===== src/rtl/fir4_slice.sv =====
`timescale 1ns/1ps
module fir4_slice #(
  parameter int W    = 18,
  parameter bit PIPE = 1'b1
) (
  input  logic           clk,
  input  logic           rst_n,
  input  logic           en,
  input  logic [W-1:0]   smp_in,
  input  logic [W-1:0]   chain_in,
  input  logic [3:0]     src_sel,
  input  logic [W-1:0]   coef0,
  input  logic [W-1:0]   coef1,
  input  logic [W-1:0]   coef2,
  input  logic [W-1:0]   coef3,
  input  logic           a_signed,
  input  logic           b_signed,
  input  logic           add_lo,
  input  logic           add_hi,
  output logic [W-1:0]   chain_out,
  output logic [2*W+2:0] sum_out
);
  localparam int P = 2*W + 1;
  localparam int S = 2*W + 3;

  logic [W-1:0] smp_q [4];
  logic [W-1:0] cof_q [4];
  logic [W-1:0] upstream [4];
  logic [W-1:0] cof_in [4];
  logic sa_q, sb_q, ad0_q, ad1_q;

  assign cof_in = '{coef0, coef1, coef2, coef3};

  always_comb begin
    upstream[0] = chain_in;
    for (int k = 1; k < 4; k++) upstream[k] = smp_q[k-1];
  end

  always_ff @(posedge clk or negedge rst_n) begin
    if (!rst_n) begin
      for (int k = 0; k < 4; k++) begin
        smp_q[k] <= '0;
        cof_q[k] <= '0;
      end
      {sa_q, sb_q, ad0_q, ad1_q} <= '0;
    end else if (en) begin
      for (int k = 0; k < 4; k++) begin
        smp_q[k] <= src_sel[k] ? upstream[k] : smp_in;
        cof_q[k] <= cof_in[k];
      end
      {sa_q, sb_q, ad0_q, ad1_q} <= {a_signed, b_signed, add_lo, add_hi};
    end
  end

  assign chain_out = smp_q[3];

  function automatic logic signed [P-1:0] widen(input logic [W-1:0] v, input logic s);
    return {{(P-W){s & v[W-1]}}, v};
  endfunction

  logic signed [P-1:0] mul [4];
  always_comb
    for (int k = 0; k < 4; k++)
      mul[k] = widen(smp_q[k], sa_q) * widen(cof_q[k], sb_q);

  logic signed [P-1:0] mul_p [4];
  logic ad0_p, ad1_p;

  generate
    if (PIPE) begin : g_pipe
      always_ff @(posedge clk or negedge rst_n) begin
        if (!rst_n) begin
          for (int k = 0; k < 4; k++) mul_p[k] <= '0;
          {ad0_p, ad1_p} <= '0;
        end else if (en) begin
          for (int k = 0; k < 4; k++) mul_p[k] <= mul[k];
          {ad0_p, ad1_p} <= {ad0_q, ad1_q};
        end
      end
    end else begin : g_comb
      assign mul_p = mul;
      assign ad0_p = ad0_q;
      assign ad1_p = ad1_q;
    end
  endgenerate

  logic signed [P:0]   lvl_lo, lvl_hi;
  logic signed [S-1:0] total;

  assign lvl_lo = ad0_p ? ({mul_p[0][P-1], mul_p[0]} + {mul_p[1][P-1], mul_p[1]})
                        : ({mul_p[0][P-1], mul_p[0]} - {mul_p[1][P-1], mul_p[1]});
  assign lvl_hi = ad1_p ? ({mul_p[2][P-1], mul_p[2]} + {mul_p[3][P-1], mul_p[3]})
                        : ({mul_p[2][P-1], mul_p[2]} - {mul_p[3][P-1], mul_p[3]});
  assign total  = {lvl_lo[P], lvl_lo} + {lvl_hi[P], lvl_hi};

  always_ff @(posedge clk or negedge rst_n) begin
    if (!rst_n)  sum_out <= '0;
    else if (en) sum_out <= total;
  end

  AST_CLEAR_ZERO: assert property (@(posedge clk) !rst_n |-> (sum_out == '0 && chain_out == '0));
  AST_TAP0_PAR: assert property (@(posedge clk) disable iff (!rst_n)
    en && !src_sel[0] |=> smp_q[0] == $past(smp_in));
  AST_TAP0_CHAIN: assert property (@(posedge clk) disable iff (!rst_n)
    en && src_sel[0] |=> smp_q[0] == $past(chain_in));
  AST_TAP_SHIFT: assert property (@(posedge clk) disable iff (!rst_n)
    en && src_sel[3] |=> chain_out == $past(smp_q[2]));
  AST_STALL_HOLD: assert property (@(posedge clk) disable iff (!rst_n)
    !en |=> $stable(sum_out) && $stable(chain_out));
endmodule


===== config.mk =====
export PLATFORM = sky130hd
export DESIGN_NAME = fir4_slice
export DESIGN_NICKNAME = d
export VERILOG_FILES = /design/src/rtl/fir4_slice.sv
export SDC_FILE = /design/constraint.sdc
export NUM_CORES = 2
export LEC_CHECK = 0
export ABC_AREA = 1
export ABC_CLOCK_PERIOD_IN_PS = 15400
export BUFFER_PORTS_ARGS = -buffer_cell sky130_fd_sc_hd__clkbuf_2
export CAP_MARGIN = 20
export CORE_MARGIN = 2
export CORE_UTILIZATION = 40
export DETAILED_ROUTE_END_ITERATION = 10
export PLACE_DENSITY = 0.64
export SLEW_MARGIN = 20
export SYNTH_ARGS = -nofsm -noshare
export SYNTH_HDL_FRONTEND = slang
export SYNTH_SLANG_ARGS = --single-unit

===== constraint.sdc =====
create_clock -name clk -period 15.4 [get_ports clk]
set_input_delay 0.77 -clock clk [delete_from_list [all_inputs] [get_ports clk]]
set_output_delay 0.77 -clock clk [all_outputs]
set_load 0.01 [all_outputs]

==> results.sh <==
export IMPL_status="completed"
export IMPL_synth_flop_cell="dfrtp_1"
export IMPL_io_buffer_count=175
export IMPL_cts_setup_buffers=0
export IMPL_synthesis_area_sq_um=78900
export IMPL_rsz0062_at_grt="no"
export IMPL_die_height_microns=448
export IMPL_grt_overflow=0
export IMPL_startpoint="sa_q$_DFFE_PN0P_"
export IMPL_tritoncts="built"
export IMPL_cp_max_fo=11
export IMPL_cp_arrival_ns=8.10
export IMPL_multiInputGateArea_sq_um=58800
export IMPL_ys_types=51
export IMPL_tightest_slew_ns=1.24
export IMPL_remaining_drc_errors=0
export IMPL_period_share_pct=48.8
export IMPL_post_cts_resized=0
export IMPL_grt_usage_pct=27.0
export IMPL_cp_end_kind="register"
export IMPL_required_ns=15.98
export IMPL_busiest_layer="met2"
export IMPL_synth_top_area_share_pct=36.9
export IMPL_r2r_start="sa_q$_DFFE_PN0P_"
export IMPL_fin_skew_ns=0.0349
export IMPL_synthArstFlopShare_pct=100
export IMPL_ff_latch_area_sq_um=8430
export IMPL_rows=163
export IMPL_met1_usage_pct=32.9
export IMPL_synth_warnings=0
export IMPL_grt_max_degree=141
export IMPL_finalSetupViolCount=0
export IMPL_die_area_sq_um=201000
export IMPL_globalplace_congestion=0.981
export IMPL_synth_common_cells="2,822 x nand2_1, 2,637 x inv_1, 1,455 x fa_1"
export IMPL_crit_path_start_kind="register"
export IMPL_clockBufferDepth=3
export IMPL_final_nets=12600
export IMPL_h_tree_depth=2
export IMPL_critPathKind="reg -> reg"
export IMPL_drt_initial_drc_count=4834
export IMPL_syn_inst=10600
export IMPL_ant_nets=0
export IMPL_finalSetupTns_ns=0
export IMPL_fmax_mhz=133
export IMPL_core_area_sq_um=197000
export IMPL_final_layout_size_suffix_gt1_share_pct=4.12
export IMPL_ys_seq_elements=337
export IMPL_grt_pass1_wl_mm=415
export IMPL_vias=67100
export IMPL_clk_pin_slew_ns=0.06
export IMPL_yosysMostFrequentCell="nand2_1"
export IMPL_cts_root_buf="clkbuf_16"
export IMPL_hold_violations=0
export IMPL_yosysTopAreaCell="fa_1"
export IMPL_clock_sinks=337
export IMPL_hpwl_mm=217
export IMPL_synth_area_top_cells="fa_1 37%, nand2_1 13%, inv_1 13%, dfrtp_1 11%, ha_1 8.8%"
export IMPL_wirelength_mm=264
export IMPL_cts_hold_buffers_added=0
export IMPL_maxCapViolations=0
export IMPL_via_per_inst=5.10
export IMPL_min_path_type="in -> async"
export IMPL_first_pass_iters=6
export IMPL_nFillCells=20300
export IMPL_drt_wirelength_per_cell_microns=20.0
export IMPL_relSlewSlack_pct=17.3
export IMPL_finalCriticalPeriod_ns=7.52
export IMPL_boundaryPins=176
export IMPL_floorplan_initialDensity_pct=40.1
export IMPL_clock_latency_ns=0.71
export IMPL_syn_area_per_cell_sq_um=7.47
export IMPL_grt_pass1_vias=72200
export IMPL_met3_usage_pct=3.21
export IMPL_syn_to_final_growth_pct=6.43
export IMPL_cts_made_buffers=50
export IMPL_use_met2_pct=46.8
export IMPL_synth_edff_count=0
export IMPL_die_w_microns=448
export IMPL_synth_fp_nets=12700
export IMPL_slew_viol_final=0
export IMPL_seq_area_frac_synth_pct=10.7
export IMPL_antenna_found_initial=10
## layout make-up
class,count,area share [%]
clock buffers,65,1.65
clock inverters,26,0.398
flip-flops and latches,337,10.0
well taps,2640,3.93
inverters,2669,11.9
multi-input cells,7147,70.1
repair buffers,274,1.97
diodes,3,0.00894
## flip-flops by register name, summed over array words and instances (netlist names)
signal	count
mul_p	148
ad1_p	1
ad1_q	1
chain_out	18
sa_q	1
ad0_q	1
smp_q	54
ad0_p	1
sum_out	39
cof_q	72
sb_q	1
## metrics by stage
stage	hold slack, ns	util (%)	worst slack [ns]	area (sq um)	cells
finish	0.0707	42.7	7.88	84000	13200
global route	0.113	42.7	7.46	84000	13200
CTS	0.0650	42.7	7.89	84000	13200
detailed placement	0.468	41.8	7.92	82300	13100
global placement	0.464	41.8	7.97	82300	13100
floorplan	0.442	-	9.23	78900	10600
## worst max-delay path, cell delays in order, from the launching register on
cell and delay, ns:
dfrtp_1 0.32, buf_4 0.36, nand2_1 0.39, inv_2 0.31, nand2_1 0.15, fa_1 0.70
fa_1 0.49, fa_1 0.84, inv_1 0.31, fa_1 0.52, fa_1 0.58, fa_1 0.42
ha_1 0.29, ha_1 0.45, nand2_1 0.16, nor2_1 0.32, nand2_1 0.14, nor4_1 0.28
nand2_1 0.12, nand2_1 0.08, nand2_1 0.05, nand3_1 0.08, nand2_1 0.06
## cell families after synthesis
kind of cell / count (synthesis) / share of synthesized area, %
simple gates: 4051 / 20.6
buf+inv: 3080 / 14.7
fa+ha+maj: 2009 / 45.7
compound gates: 887 / 6.06
flops: 337 / 10.7
xor+xnor: 200 / 2.22
## final timing paths
| kind | slack, ns | endpoint | depth (start not counted) |
|---|---|---|---|
| max | 7.88 | mul_p[143]$_DFFE_PN0P_ | 22 |
| min | 0.07 | sum_out[34]$_DFFE_PN0P_ | 1 |
| max reg2reg | 7.88 | mul_p[143]$_DFFE_PN0P_ | 22 |
| min reg2reg | 0.47 | cof_q[7]$_DFFE_PN0P_ | 2 |
| max in group asynchronous | 12.28 | cof_q[64]$_DFFE_PN0P_ | 4 |
| min in group clk | 0.27 | cof_q[70]$_DFFE_PN0P_ | 3 |
## layer usage
metal / wire length [microns] / vias to the layer above
met3: 15600 / 633
met5: 31 / -
met4: 15900 / 4
met1: 104000 / 33400
li1: - / 30800
met2: 128000 / 2312
## placed cells by master, fill, tap and decap left out, types with 6 or more instances in the layout
cell type  instances
o21ai_1           77
nand4_1           70
inv_2             28
o31ai_1            8
xor2_1           130
nand2_1         2822
nand2_2            9
o21bai_1          33
clkinv_2          10
xnor2_1           70
dfrtp_1          337
nor2_1           678
nor2_2             6
buf_4             98
ha_1             554
clkbuf_1           8
nor3_1            50
nor4_1            17
or2_1             28
clkbuf_8           6
a21o_1            25
o21a_1             6
bufinv_16          7
fa_1            1455
clkbuf_2         173
clkbuf_16         51
o211ai_1          15
o21ai_0          285
a21oi_2            6
nand3_1          314
a31oi_1           43
a21oi_1          371
nand3b_1          28
inv_1           2637
Power is left out: the tool's default activity adds up to more than one toggle a clock period on the data nets, which glitch-free logic cannot reach.
